==> config.mk <==
export PLATFORM = sky130hd
export DESIGN_NAME = ifetch_unit
export DESIGN_NICKNAME = d
export VERILOG_FILES = /design/src/rtl/ifu_pkg.sv /design/src/rtl/ifu_ctrl.sv /design/src/rtl/ifu_datapath.sv /design/src/rtl/ifetch_unit.sv
export SDC_FILE = /design/constraint.sdc
export NUM_CORES = 1
export LEC_CHECK = 0
export BUFFER_PORTS_ARGS = -buffer_cell sky130_fd_sc_hd__buf_2
export CORE_ASPECT_RATIO = 0.9
export CORE_MARGIN = 5
export CORE_UTILIZATION = 30
export CTS_CLUSTER_DIAMETER = 50
export DETAILED_ROUTE_END_ITERATION = 8
export PLACE_DENSITY_LB_ADDON = 0.15
export SLEW_MARGIN = 20
export SYNTH_ARGS = -nofsm -noshare
export SYNTH_HDL_FRONTEND = slang
export SYNTH_HIERARCHICAL = 1
export SYNTH_SLANG_ARGS = --single-unit
==> constraint.sdc <==
create_clock -name clk -period 6.6 [get_ports clk]
set_input_delay 0.33 -clock clk [delete_from_list [all_inputs] [get_ports clk]]
set_output_delay 0.33 -clock clk [all_outputs]
set_load 0.01 [all_outputs]
==> src/rtl/ifu_pkg.sv <==
package ifu_pkg;

  typedef enum logic [1:0] {
    SEL_SEQ    = 2'b00,
    SEL_BRANCH = 2'b01,
    SEL_JUMP   = 2'b10,
    SEL_SPARE  = 2'b11
  } nextSel_e;

  typedef struct packed {
    logic takeBranch;
    logic takeJump;
  } ifuStrobes_t;

endpackage

==> src/rtl/ifu_ctrl.sv <==
module ifu_ctrl
  import ifu_pkg::*;
(
  input  logic [1:0]  nextSel,
  input  logic        aluZero,
  output ifuStrobes_t strobes
);

  always_comb begin
    strobes = '0;
    unique case (nextSel_e'(nextSel))
      SEL_BRANCH: strobes.takeBranch = aluZero;
      SEL_JUMP:   strobes.takeJump   = 1'b1;
      default:    strobes            = '0;
    endcase
  end

endmodule

==> src/rtl/ifu_datapath.sv <==
module ifu_datapath
  import ifu_pkg::*;
#(
  parameter int          PC_W      = 32,
  parameter int          IMM_W     = 16,
  parameter int          TGT_W     = 26,
  parameter int          ROM_DEPTH = 64,
  parameter logic [31:0] ROM_MUL   = 32'h9E3779B1,
  parameter logic [31:0] ROM_XOR   = 32'h1F2E3D4C
) (
  input  logic               clk,
  input  logic               rst,
  input  ifuStrobes_t        strobes,
  input  logic [IMM_W-1:0]   imm16,
  input  logic [TGT_W-1:0]   jumpTarget,
  output logic [PC_W-1:0]    pc,
  output logic [31:0]        instr
);

  localparam int ROM_AW  = $clog2(ROM_DEPTH);
  localparam int EXT_W   = PC_W - IMM_W - 2;
  localparam int HIGH_W  = PC_W - TGT_W - 2;

  logic [PC_W-1:0] pcReg;
  logic [PC_W-1:0] pcPlus4;
  logic [PC_W-1:0] branchOfs;
  logic [PC_W-1:0] branchAddr;
  logic [PC_W-1:0] jumpAddr;
  logic [PC_W-1:0] pcNext;
  logic [31:0]     romWords [ROM_DEPTH];
  logic [ROM_AW-1:0] romIdx;

  assign pcPlus4    = pcReg + PC_W'(4);
  assign branchOfs  = {{EXT_W{imm16[IMM_W-1]}}, imm16, 2'b00};
  assign branchAddr = pcPlus4 + branchOfs;
  assign jumpAddr   = {pcPlus4[PC_W-1 -: HIGH_W], jumpTarget, 2'b00};

  always_comb begin
    if (strobes.takeJump)        pcNext = jumpAddr;
    else if (strobes.takeBranch) pcNext = branchAddr;
    else                         pcNext = pcPlus4;
  end

  always_ff @(posedge clk) begin
    if (rst) pcReg <= '0;
    else     pcReg <= pcNext;
  end

  for (genvar k = 0; k < ROM_DEPTH; k++) begin : g_rom
    assign romWords[k] = (32'(k) * ROM_MUL) ^ ROM_XOR;
  end

  assign romIdx = pcReg[ROM_AW+1:2];
  assign instr  = romWords[romIdx];
  assign pc     = pcReg;

endmodule

==> src/rtl/ifetch_unit.sv <==
module ifetch_unit
  import ifu_pkg::*;
#(
  parameter int ROM_DEPTH = 64
) (
  input  logic        clk,
  input  logic        rst,
  input  logic [1:0]  nextSel,
  input  logic        aluZero,
  input  logic [15:0] imm16,
  input  logic [25:0] jumpTarget,
  output logic [31:0] pc,
  output logic [31:0] instr
);

  ifuStrobes_t strobes;

  ifu_ctrl u_ctrl (
    .nextSel (nextSel),
    .aluZero (aluZero),
    .strobes (strobes)
  );

  ifu_datapath #(
    .PC_W      (32),
    .IMM_W     (16),
    .TGT_W     (26),
    .ROM_DEPTH (ROM_DEPTH)
  ) u_dp (
    .clk        (clk),
    .rst        (rst),
    .strobes    (strobes),
    .imm16      (imm16),
    .jumpTarget (jumpTarget),
    .pc         (pc),
    .instr      (instr)
  );

endmodule

==> results.md, run 1 <==
- Number of gates given a new drive strength after cts: 0
- Global-route wire length before repair: 33.08 mm
- # clock sinks: 30
- Count of input and output buffers: 108
- Setup crit start kind: flip-flop
- M1 WL: 10.32 mm
- Critical path required time: 6740 ps
- Layout Skew: 8.009 ps
- Congestion Overflow GR: 0
- Post-synthesis instance total: 848
- Final setup margin: 2167 ps
- Count of pins over their slew limit: 0
- Number of flip-flops in the largest register: 30
- Number of vias in the routed layout: 6,342
- Starting density of the core: 30.67%
- Dominant cell by count in the synthesized netlist: sky130_fd_sc_hd__nand2_1
- ANT nets after route: 0
- Number of fill cells: 2,097
- Clock period minus final worst setup slack: 4433 ps
- Die boundary height: 140.4 um
- Maximum root-to-sink buffer count: 2
- Post-DR wirelength/cell: 17.85 um
- GRT Total Usage: 18.28%
- Count of cell types in the netlist: 75
- Final hold violation count: 0
- Worst vdd ir: 0.07795 mV
- Clock network fraction of total power: 19.7%
- Total of max-cap violations: 0
- Fin crit share: 67.17%
- Rel. slew slack: 30.24%
- Cells on Worst Hold Path: 3
- DIE WIDTH: 154.8 um
- Initial DRT Pass Iterations: 6
- Clk root buf: sky130_fd_sc_hd__clkbuf_16
- Top layer reached by signal wires: met4
- Net Sw Frac: 47.10%
- Post-placement cell area: 0.006300 mm^2
- Worst r2r dst: u_dp/pc[31]
- Setup slack after placement: 2164 ps
- Net switching power: 0.5374 mW
- Kind of end point of the critical path: flip-flop
- Antenna violations before repair: 0
- Via count of the first global-routing pass: 6,088
- Length of routed met2 wiring: 8.859 mm
- Primary flip-flop cell chosen by synthesis mapping: sky130_fd_sc_hd__dfxtp_1
- Number of synthesized register bits: 30
- DRC Markers: 0
- Clock Pin Slew Worst Setup and Hold Paths: 60 ps
- Cell internal pwr: 0.6035 mW
- Total power density per cell area: 177.4 mW/mm^2
- Placement row count: 47
- Hold path startpoint: jumpTarget[0]
- Cell depth of the worst flop-to-flop path: 16
- Cells taking the most area after synthesis: sky130_fd_sc_hd__dfxtp_1, sky130_fd_sc_hd__ha_1, sky130_fd_sc_hd__a21oi_1
- Cell area after layout: 0.006432 mm^2
- Cell types with the highest counts after synthesis: sky130_fd_sc_hd__nand2_1, sky130_fd_sc_hd__a21oi_1, sky130_fd_sc_hd__nor2_1
- Area growth from synthesis to final layout: 13.56%
- Post-CTS setup-driven buffer insertion count: 0
- Combinational power share: 60.8%
- Total wire length after detailed routing: 20.53 mm
- Per-cell via count in the routed design: 5.515
- Signal arrival time at the worst endpoint: 4570 ps
- Setup violation total in the final timing report: 0
- Drt initial violations: 381
- Share of cells above drive strength 1: 17.24%
- Diode insertion count for antenna repair: 0
- Total clock buffers created by CTS: 5
- Fraction of power consumed by sequential logic: 19.4%
- Final TNS setup: 0 ps
- Count of pins on the block boundary: 111
- Highest net fanout along the worst path: 25
- Result of the run: complete, no violations
- Number of levels the H-tree was split into: 2
- TritonCTS clock tree: built
- Clock insertion delay at the later pin of the skew report: 280 ps
- Share of synthesized area occupied by flip-flops and latches: 10.60%
- R2R Setup Slk: 2170 ps
- Terminating pin of the worst hold path: u_dp/pc[2]
- Worst reg2reg path startpoint: u_dp/pc[2]
- Cts-stage hold buffer count: 0
- Fmax: 225.6 MHz
- Synth area leader: sky130_fd_sc_hd__dfxtp_1
- Area of the die: 0.02173 mm^2
- Yosys synthesis warning count: 6
- Pin count of the biggest net entering global routing: 77
- Reported leakage power: 2.854 nW
- HPWL after DPL: 15.18 mm
- Share of async-settable or async-resettable flops after synthesis: 0%
- Net count reported at finish: 1,001
- Setup repair after global routing missed its margin: no
- Share of the synthesized area in the top cell type: 10.60%
- CORE AREA: 0.01847 mm^2
- Total met3 wirelength after detailed routing: 1.206 mm
- Slew of the pin with the lowest slew margin: 1043 ps
- Start-to-end type of the worst setup path: reg2reg
- Post-Synthesis Mean Instance Area: 6.679 um^2
- Overall power: 1.141 mW
- GP Congestion: 0.8699
- Type of the most critical hold path: in2reg
- EDFF count, synth: 0
- Synth Cell Area: 0.005664 mm^2
## how the worst max path moves through the flow
stage,to,from,cells after the start,slack (ps)
final,u_dp/pc[31],u_dp/pc[2],16,2170
after global routing,u_dp/pc[31],u_dp/pc[2],16,1680
after CTS,u_dp/pc[31],u_dp/pc[2],16,2130
after detailed placement,u_dp/pc[31],u_dp/pc[2],16,2160
after global placement,u_dp/pc[31],u_dp/pc[2],16,2300
after floorplan,u_dp/pc[31],u_dp/pc[3],17,2890
## routing by layer
metal  global-route usage, %  vias up
met1                   27.19     2936
met2                   28.01      206
li1                        -     3184
met3                   3.362       16
met4                   2.602        0
met5                       0        -
## worst max-delay path, stage by stage, from the launching register on
cell                        delay, ps
sky130_fd_sc_hd__dfxtp_1          300
sky130_fd_sc_hd__buf_4            290
sky130_fd_sc_hd__ha_1             440
sky130_fd_sc_hd__nand4_2          200
sky130_fd_sc_hd__nor3_2           490
sky130_fd_sc_hd__and4_4           350
sky130_fd_sc_hd__nand2_1           70
sky130_fd_sc_hd__xnor2_1          220
sky130_fd_sc_hd__ha_1             360
sky130_fd_sc_hd__a21o_1           190
sky130_fd_sc_hd__a21o_1           170
sky130_fd_sc_hd__a21oi_1          250
sky130_fd_sc_hd__nand3_1          170
sky130_fd_sc_hd__a2111oi_4        320
sky130_fd_sc_hd__o211a_1          230
sky130_fd_sc_hd__o21ai_0           70
sky130_fd_sc_hd__nor3b_2          160
## kinds of logic after synthesis
logic type | count (synthesis) | synth area share, %
AO/OA/AOI/OAI | 305 | 33.36
XOR/XNOR | 52 | 8.306
other | 1 | 0.06621
flip-flops | 30 | 10.60
buffers and inverters | 94 | 6.848
multiplexers | 17 | 4.330
adder cells (fa/ha/maj) | 49 | 10.96
AND/OR/NAND/NOR | 300 | 25.54
## placed cells by master, fill, tap and decap left out, drive strengths merged, types with 9 or more instances in the layout
cell type / count
ha: 48
xor2: 19
nor3: 18
nor2b: 9
nand2: 109
buf: 117
nor2: 83
a211oi: 31
xnor2: 33
mux2i: 11
o21ai: 83
and3: 10
o22ai: 12
inv: 25
a31oi: 15
nand3: 23
nand4: 13
dfxtp: 30
a21oi: 96
a21o: 21
## power groups by stage
stage | Sequential (mW) | Clock, mW | Combinational (mW)
global placement | 0.226 | 0 | 0.696
global route | 0.225 | 0.242 | 0.775
CTS | 0.222 | 0.235 | 0.695
finish | 0.222 | 0.225 | 0.694
floorplan | 0.223 | 0 | 0.487
detailed placement | 0.226 | 0 | 0.690
## area by class of cell
cell class	count	area (um^2)	area share, %
repair buffers	117	608.1	9.453
flip-flops and latches	30	605.6	9.415
inverters	26	97.59	1.517
clock buffers	7	132.6	2.062
multi-input cells	725	4682	72.79
well taps	245	306.5	4.766
## metrics by stage
step,util (%),hold WS [ps],instances
6_report,34.84,273.7,1150
5_1_grt,34.84,299.1,1150
4_1_cts,34.84,268.9,1150
3_5_place_dp,34.12,569.7,1143
3_3_place_gp,34.12,563.6,1143
2_1_floorplan,-,472.7,849
(Power assumes the default switching activity.)
==> run 2: changes to the inputs <==
--- a/config.mk
+++ b/config.mk
@@ -5,6 +5,7 @@
 export SDC_FILE = /design/constraint.sdc
 export NUM_CORES = 1
 export LEC_CHECK = 0
+export ABC_AREA = 1
 export BUFFER_PORTS_ARGS = -buffer_cell sky130_fd_sc_hd__buf_2
 export CORE_ASPECT_RATIO = 0.9
 export CORE_MARGIN = 5
==> constraint.sdc (replaced) <==
create_clock -name clk -period 4.4 [get_ports clk]
set_input_delay 0.22 -clock clk [delete_from_list [all_inputs] [get_ports clk]]
set_output_delay 0.22 -clock clk [all_outputs]
set_load 0.01 [all_outputs]
==> run 2 against run 1 <==
Effect of this change: global-route usage rose by 3.7 points; first-iteration DRC count increased by 120%; final cell count is 37% higher; sequential share of layout area down 1.2 points; combinational power grew 53%; power grew 51%; clock skew fell by 3.8 ps; worst hold slack lost 65 ps; synthesized cell count rose by 43%; register-to-register slack got worse by 1500 ps; routed wire length up 33%; area after synthesis rose by 12%; critical path type unchanged.
==> results.md, run 2 <==
- Result of the run: complete, no violations (unchanged)
- Overall power: 1.721 mW (was 1.141 mW)
- Share of synthesized area occupied by flip-flops and latches: 9.449% (was 10.60%)
- Synth area leader: sky130_fd_sc_hd__nand2_1 (was sky130_fd_sc_hd__dfxtp_1)
- Share of async-settable or async-resettable flops after synthesis: 0% (unchanged)
- Critical path required time: 4580 ps (was 6740 ps)
- Post-DR wirelength/cell: 17.28 um (was 17.85 um)
- Worst reg2reg path startpoint: u_dp/pc[3] (was u_dp/pc[2])
- Die boundary height: 148.1 um (was 140.4 um)
- Area of the die: 0.02420 mm^2 (was 0.02173 mm^2)
- Number of fill cells: 2,389 (was 2,097)
- Per-cell via count in the routed design: 5.190 (was 5.515)
- Total clock buffers created by CTS: 5 (unchanged)
- Number of levels the H-tree was split into: 2 (unchanged)
- Type of the most critical hold path: in2reg (unchanged)
- Cells taking the most area after synthesis: sky130_fd_sc_hd__nand2_1, sky130_fd_sc_hd__inv_1, sky130_fd_sc_hd__dfxtp_1 (was sky130_fd_sc_hd__dfxtp_1, sky130_fd_sc_hd__ha_1, sky130_fd_sc_hd__a21oi_1)
- Diode insertion count for antenna repair: 0 (unchanged)
- Dominant cell by count in the synthesized netlist: sky130_fd_sc_hd__nand2_1 (unchanged)
- Top Usage Layer GRT: met2 (unchanged)
- Primary flip-flop cell chosen by synthesis mapping: sky130_fd_sc_hd__dfxtp_1 (unchanged)
- Clock network fraction of total power: 19.5% (was 19.7%)
- Post-synthesis instance total: 1,212 (was 848)
- Clock period minus final worst setup slack: 3738 ps (was 4433 ps)
- Cell internal pwr: 0.8493 mW (was 0.6035 mW)
- Count of cell types in the netlist: 55 (was 75)
- Fraction of power consumed by sequential logic: 19.1% (was 19.4%)
- Drt initial violations: 840 (was 381)
- # clock sinks: 30 (unchanged)
- Number of flip-flops in the largest register: 30 (unchanged)
- ANT nets after route: 0 (unchanged)
- Total of max-cap violations: 0 (unchanged)
- Clock insertion delay at the later pin of the skew report: 280 ps (about the same)
- Met3 layer usage reported by global route: 3.768% (was 3.362%)
- Layout Skew: 4.219 ps (was 8.009 ps)
- Global-route wire length before repair: 42.59 mm (was 33.08 mm)
- Hold path startpoint: jumpTarget[25] (was jumpTarget[0])
- Final hold violation count: 0 (unchanged)
- Total wire length after detailed routing: 27.29 mm (was 20.53 mm)
- GRT Total Usage: 22.01% (was 18.28%)
- Setup violation total in the final timing report: 0 (unchanged)
- Via count of the first global-routing pass: 7,503 (was 6,088)
- DRC Markers: 0 (unchanged)
- Yosys synthesis warning count: 6 (unchanged)
- Number of vias in the routed layout: 8,195 (was 6,342)
- Initial DRT Pass Iterations: 6 (unchanged)
- Number of synthesized register bits: 30 (unchanged)
- GP Congestion: 0.9200 (was 0.8699)
- GRT met2 Usage: 33.59% (was 28.01%)
- Count of pins over their slew limit: 0 (unchanged)
- Area growth from synthesis to final layout: 14.33% (was 13.56%)
- EDFF count, synth: 0 (unchanged)
- DIE WIDTH: 163.4 um (was 154.8 um)
- Pin count of the biggest net entering global routing: 44 (was 77)
- Kind of end point of the critical path: flip-flop (unchanged)
- Leading cell types in the layout, fill and taps excluded: sky130_fd_sc_hd__nand2_1, sky130_fd_sc_hd__inv_1, sky130_fd_sc_hd__nor2_1 (was sky130_fd_sc_hd__nand2_1, sky130_fd_sc_hd__buf_2, sky130_fd_sc_hd__a21oi_1)
- Cell types with the highest counts after synthesis: sky130_fd_sc_hd__nand2_1, sky130_fd_sc_hd__inv_1, sky130_fd_sc_hd__nor2_1 (was sky130_fd_sc_hd__nand2_1, sky130_fd_sc_hd__a21oi_1, sky130_fd_sc_hd__nor2_1)
- Post-Synthesis Mean Instance Area: 5.244 um^2 (was 6.679 um^2)
- HPWL after DPL: 22.01 mm (was 15.18 mm)
- Starting density of the core: 30.51% (was 30.67%)
- Final setup margin: 662.2 ps (was 2167 ps)
- Highest net fanout along the worst path: 12 (was 25)
- Count of input and output buffers: 108 (unchanged)
- Net count reported at finish: 1,389 (was 1,001)
- Setup crit start kind: flip-flop (unchanged)
- Setup slack after placement: 754.7 ps (was 2164 ps)
- Total power density per cell area: 236.8 mW/mm^2 (was 177.4 mW/mm^2)
- Count of pins on the block boundary: 111 (unchanged)
- Congestion Overflow GR: 0 (unchanged)
- Share of cells above drive strength 1: 11.83% (was 17.24%)
- Met1 Use GR: 32.96% (was 27.19%)
- CORE AREA: 0.02083 mm^2 (was 0.01847 mm^2)
- Start-to-end type of the worst setup path: reg2reg (unchanged)
- Combinational power share: 61.4% (was 60.8%)
- Fmax: 267.5 MHz (was 225.6 MHz)
- Slew of the pin with the lowest slew margin: 810.5 ps (was 1043 ps)
- Rel. slew slack: 45.63% (was 30.24%)
- Maximum root-to-sink buffer count: 2 (unchanged)
- Share of the synthesized area in the top cell type: 21.14% (was 10.60%)
- Most common cell after layout, fill and taps aside: sky130_fd_sc_hd__nand2_1 (unchanged)
- Net switching power: 0.8717 mW (was 0.5374 mW)
- Fin crit share: 84.95% (was 67.17%)
- Antenna violations before repair: 0 (unchanged)
- Clk root buf: sky130_fd_sc_hd__clkbuf_16 (unchanged)
- Worst vdd ir: 0.1109 mV (was 0.07795 mV)
- Setup repair after global routing missed its margin: no (unchanged)
- Synth Cell Area: 0.006356 mm^2 (was 0.005664 mm^2)
- Net Sw Frac: 50.65% (was 47.10%)
- Reported leakage power: 3.929 nW (was 2.854 nW)
- Placement row count: 50 (was 47)
- Clock Pin Slew Worst Setup and Hold Paths: 50 ps (was 60 ps)
- Number of gates given a new drive strength after cts: 0 (unchanged)
- Cts-stage hold buffer count: 0 (unchanged)
- TritonCTS clock tree: built (unchanged)
- Post-CTS setup-driven buffer insertion count: 0 (unchanged)
- Start point of the critical path: u_dp/pc[3] (was u_dp/pc[2])
- Final TNS setup: 0 ps (unchanged)
- Signal arrival time at the worst endpoint: 3910 ps (was 4570 ps)
## run 2: cell count changes after synthesis, sizes merged, moves of 9 or more
cell    before  now
nand2      109  363
inv         25  193
nor2        83  147
nand3       23   76
a211oi      31    2
xnor2       33    5
a21o        21    3
clkbuf      41   25
a21oi       96   85
mux2i       11    0
and3        10    0
nor2b        9    0
## run 2: power by group through the flow
stage | registers (mW) | clock network, mW | logic [mW]
after floorplan | 0.332 | 0 | 0.694
after global routing | 0.332 | 0.352 | 1.18
after global placement | 0.334 | 0 | 1.05
after CTS | 0.328 | 0.342 | 1.05
final | 0.329 | 0.336 | 1.06
after detailed placement | 0.334 | 0 | 1.04
## run 2: worst paths after layout
path | cells past startpoint | end | slack [ps]
min reg2reg | 6 | u_dp/pc[31] | 780
max reg2reg | 18 | u_dp/pc[31] | 660
max | 18 | u_dp/pc[31] | 660
min | 3 | u_dp/pc[27] | 210
## run 2: metal layers
| metal | up-vias | wire, um |
|---|---|---|
| met3 | 25 | 2331 |
| met2 | 381 | 11520 |
| met1 | 3720 | 13040 |
| met4 | 0 | 395 |
| met5 | - | 0 |
| li1 | 4069 | - |
## run 2: layout make-up
class                           count  area (um^2)  area share [%]
Multi-Input combinational cell    941         4805           66.12
Inverter                          194        730.7           10.06
Timing Repair Buffer              121        638.1           8.781
Sequential cell                    30        600.6           8.264
Tap cell                          286        357.8           4.924
Clock buffer                        5        125.1           1.722
Clock inverter                      2        10.01          0.1377
## run 2: logic make-up (layout without fill, tap and decap cells)
| group | count (synthesis) | count (layout) | synth area share (%) |
|---|---|---|---|
| adder cells (fa/ha/maj) | 49 | 49 | 9.764 |
| AND/OR/NAND/NOR | 638 | 638 | 42.03 |
| flip-flops | 30 | 30 | 9.449 |
| AO/OA/AOI/OAI | 231 | 231 | 20.63 |
| buffers and inverters | 242 | 322 | 15.06 |
| other | 1 | 2 | 0.05900 |
| XOR/XNOR | 21 | 21 | 3.012 |
## run 2: critical path, stage by stage, from the launching register on
cell,delay (ps)
sky130_fd_sc_hd__dfxtp_1,600
sky130_fd_sc_hd__ha_1,420
sky130_fd_sc_hd__nand2_2,130
sky130_fd_sc_hd__nor3_4,310
sky130_fd_sc_hd__nand2_2,100
sky130_fd_sc_hd__nor2_4,190
sky130_fd_sc_hd__nand2_2,90
sky130_fd_sc_hd__xnor2_2,160
sky130_fd_sc_hd__ha_1,360
sky130_fd_sc_hd__nand2_1,130
sky130_fd_sc_hd__nor2_1,220
sky130_fd_sc_hd__and2_1,200
sky130_fd_sc_hd__nand3_1,140
sky130_fd_sc_hd__nand3_1,150
sky130_fd_sc_hd__nand2_1,100
sky130_fd_sc_hd__nand3_1,90
sky130_fd_sc_hd__nand3_1,80
sky130_fd_sc_hd__nand2_1,100
sky130_fd_sc_hd__inv_1,40
## run 2: through the flow
step,instances,util [%],hold WS (ps),cell area [um^2]
detailed placement,1572,34.23,497.1,7132
global route,1579,34.88,210.3,7267
global placement,1572,34.23,499.4,7132
floorplan,1213,-,369.0,6360
finish,1579,34.88,208.9,7267
CTS,1579,34.88,203.3,7267
==> run 3: changes to the inputs <==
==> constraint.sdc (replaced) <==
create_clock -name clk -period 3.15 [get_ports clk]
set_input_delay 0.1575 -clock clk [delete_from_list [all_inputs] [get_ports clk]]
set_output_delay 0.1575 -clock clk [all_outputs]
set_load 0.01 [all_outputs]
==> run 3 against run 2 <==
Effect of this change: worst setup slack worse by 530 ps; clock power is 47% higher; first-iteration DRC count is 1.3% lower; critical path type unchanged; sequential power is 37% higher; largest power group unchanged; critical path depth is 1 higher; register-to-register slack worse by 530 ps.
==> results.md, run 3 (synthesis gave the netlist of run 2 again) <==
- Result of the run: complete, no violations (unchanged)
- Setup violation total in the final timing report: 0 (unchanged)
- Number of vias in the routed layout: 8,558 (was 8,195)
- Hold path startpoint: jumpTarget[20] (was jumpTarget[25])
- Clock network fraction of total power: 18.7% (was 19.5%)
- Diode insertion count for antenna repair: 0 (unchanged)
- Net count reported at finish: 1,488 (was 1,389)
- # clock sinks: 30 (unchanged)
- Worst vdd ir: 0.2085 mV (was 0.1109 mV)
- Type of the most critical hold path: in2reg (unchanged)
- Area growth from synthesis to final layout: 32.15% (was 14.33%)
- Initial DRT Pass Iterations: 5 (was 6)
- Share of cells above drive strength 1: 23.55% (was 11.83%)
- Die boundary height: 148.1 um (unchanged)
- Cts-stage hold buffer count: 0 (unchanged)
- Congestion Overflow GR: 0 (unchanged)
- Starting density of the core: 30.51% (unchanged)
- Global-route wire length before repair: 43.88 mm (was 42.59 mm)
- Pin count of the biggest net entering global routing: 50 (was 44)
- Clk root buf: sky130_fd_sc_hd__clkbuf_16 (unchanged)
- Start-to-end type of the worst setup path: reg2reg (unchanged)
- Slew of the pin with the lowest slew margin: 664.8 ps (was 810.5 ps)
- Per-cell via count in the routed design: 5.097 (was 5.190)
- Number of fill cells: 2,411 (was 2,389)
- Combinational power share: 64.1% (was 61.4%)
- Leading cell types in the layout, fill and taps excluded: sky130_fd_sc_hd__nand2_1, sky130_fd_sc_hd__inv_1, sky130_fd_sc_hd__nor2_1 (unchanged)
- TritonCTS clock tree: built (unchanged)
- Clock period minus final worst setup slack: 3013 ps (was 3738 ps)
- Maximum root-to-sink buffer count: 2 (unchanged)
- Cell depth of the worst flop-to-flop path: 19 (was 18)
- Clock Pin Slew Worst Setup and Hold Paths: 60 ps (was 50 ps)
- Cells on Worst Hold Path: 3 (unchanged)
- Setup repair after global routing missed its margin: yes (was no)
- Total power density per cell area: 313.5 mW/mm^2 (was 236.8 mW/mm^2)
- Net switching power: 1.278 mW (was 0.8717 mW)
- Net Sw Frac: 48.53% (was 50.65%)
- Setup crit start kind: flip-flop (unchanged)
- Worst r2r dst: u_dp/pc[22] (was u_dp/pc[31])
- Antenna violations before repair: 0 (unchanged)
- Fraction of power consumed by sequential logic: 17.2% (was 19.1%)
- Final TNS setup: 0 ps (unchanged)
- Total wire length after detailed routing: 28.82 mm (was 27.29 mm)
- Worst reg2reg path startpoint: u_dp/pc[3] (unchanged)
- Layout Skew: 5.720 ps (was 4.219 ps)
- Terminating pin of the worst hold path: u_dp/pc[22] (was u_dp/pc[27])
- Count of pins on the block boundary: 111 (unchanged)
- ANT nets after route: 0 (unchanged)
- Count of input and output buffers: 108 (unchanged)
- Reported leakage power: 4.484 nW (was 3.929 nW)
- Share of the core filled with cells: 40.32% (was 34.88%)
- Signal arrival time at the worst endpoint: 3150 ps (was 3910 ps)
- Via count of the first global-routing pass: 7,867 (was 7,503)
- Number of flip-flops in the largest register: 30 (unchanged)
- GRT Total Usage: 22.81% (was 22.01%)
- Rel. slew slack: 55.68% (was 45.63%)
- Kind of end point of the critical path: flip-flop (unchanged)
- DIE WIDTH: 163.4 um (unchanged)
- Placement row count: 50 (unchanged)
- Most common cell after layout, fill and taps aside: sky130_fd_sc_hd__nand2_1 (unchanged)
- Highest net fanout along the worst path: 4 (was 12)
- Post-DR wirelength/cell: 17.17 um (was 17.28 um)
- Final hold violation count: 0 (unchanged)
- Total of max-cap violations: 0 (unchanged)
- Total clock buffers created by CTS: 5 (unchanged)
- Drt initial violations: 829 (was 840)
- Fin crit share: 95.65% (was 84.95%)
- CORE AREA: 0.02083 mm^2 (unchanged)
- Number of levels the H-tree was split into: 2 (unchanged)
- DRC Markers: 0 (unchanged)
- Count of pins over their slew limit: 0 (unchanged)
- HPWL after DPL: 23.32 mm (was 22.01 mm)
- Cell internal pwr: 1.355 mW (was 0.8493 mW)
- Clock insertion delay at the later pin of the skew report: 280 ps (about the same)
- Fmax: 331.9 MHz (was 267.5 MHz)
- Critical path required time: 3290 ps (was 4580 ps)
- GP Congestion: 0.9563 (was 0.9200)
- R2R Setup Slk: 140 ps (was 660 ps)
- Area of the die: 0.02420 mm^2 (unchanged)
[run 3: routing by layer]
layer | global-route usage [%] | wire (um) | up-vias
met5 | 0 | 0 | -
met4 | 4.277 | 438 | 0
met3 | 3.214 | 2214 | 29
met2 | 34.52 | 12180 | 347
met1 | 34.52 | 14000 | 3918
li1 | - | - | 4264
[run 3: worst max path at each step]
stage                     startpoint          end  slack [ps]  cells after the start
after floorplan           u_dp/pc[3]  u_dp/pc[28]         150                     20
after global placement    u_dp/pc[4]  u_dp/pc[22]        -290                     19
after detailed placement  u_dp/pc[4]  u_dp/pc[22]        -280                     19
after CTS                 u_dp/pc[3]  u_dp/pc[18]           6                     16
after global routing      u_dp/pc[9]  u_dp/pc[31]         -80                     20
final                     u_dp/pc[3]  u_dp/pc[22]         140                     19
[run 3: area by class of cell]
type / instances / area [um^2] / share of cell area, %
tap: 286 / 357.8 / 4.260
multi-input combinational: 941 / 5160 / 61.43
sequential: 30 / 618.1 / 7.359
timing repair buffer: 220 / 1385 / 16.49
clock inverter: 1 / 5.005 / 0.05959
inverter: 194 / 730.7 / 8.700
clock buffer: 7 / 142.6 / 1.698
[run 3: power by group through the flow]
stage,combinational [mW],sequential [mW],clock (mW)
after global placement,1.60,0.456,0
after global routing,1.86,0.457,0.520
after floorplan,0.969,0.463,0
final,1.69,0.452,0.493
after CTS,1.61,0.449,0.505
after detailed placement,1.59,0.456,0
[run 3: worst max-delay path, stage by stage (launching register included)]
cell,delay [ps]
sky130_fd_sc_hd__dfxtp_2,360
sky130_fd_sc_hd__ha_2,200
sky130_fd_sc_hd__buf_4,110
sky130_fd_sc_hd__inv_1,100
sky130_fd_sc_hd__nor2_2,150
sky130_fd_sc_hd__nand2_1,80
sky130_fd_sc_hd__xnor2_1,140
sky130_fd_sc_hd__buf_4,160
sky130_fd_sc_hd__ha_4,280
sky130_fd_sc_hd__nand2_1,90
sky130_fd_sc_hd__buf_4,150
sky130_fd_sc_hd__nor2_2,140
sky130_fd_sc_hd__inv_1,100
sky130_fd_sc_hd__nor2_4,150
sky130_fd_sc_hd__buf_4,130
sky130_fd_sc_hd__nand3b_1,110
sky130_fd_sc_hd__nand4_1,110
sky130_fd_sc_hd__nand3_1,130
sky130_fd_sc_hd__nand2_1,120
sky130_fd_sc_hd__a21oi_1,70
[run 3: timing repair]
action	in CTS	in global routing
pin swaps	1	11
gates resized for setup	11	78
setup endpoints to repair	9	20
setup buffers	1	5
[run 3: through the flow]
| stage | hold slack [ps] | cells | total power, mW | worst slack (ps) | instance area, um^2 |
|---|---|---|---|---|---|
| global route | 146.0 | 1679 | 2.838 | -83.70 | 8399 |
| detailed placement | 423.1 | 1665 | 2.049 | -282.4 | 7830 |
| floorplan | 306.5 | 1213 | 1.433 | 152.0 | 6360 |
| global placement | 425.5 | 1665 | 2.058 | -287.1 | 7830 |
| CTS | 126.3 | 1674 | 2.562 | 6.268 | 8026 |
| finish | 139.3 | 1679 | 2.633 | 137.0 | 8399 |
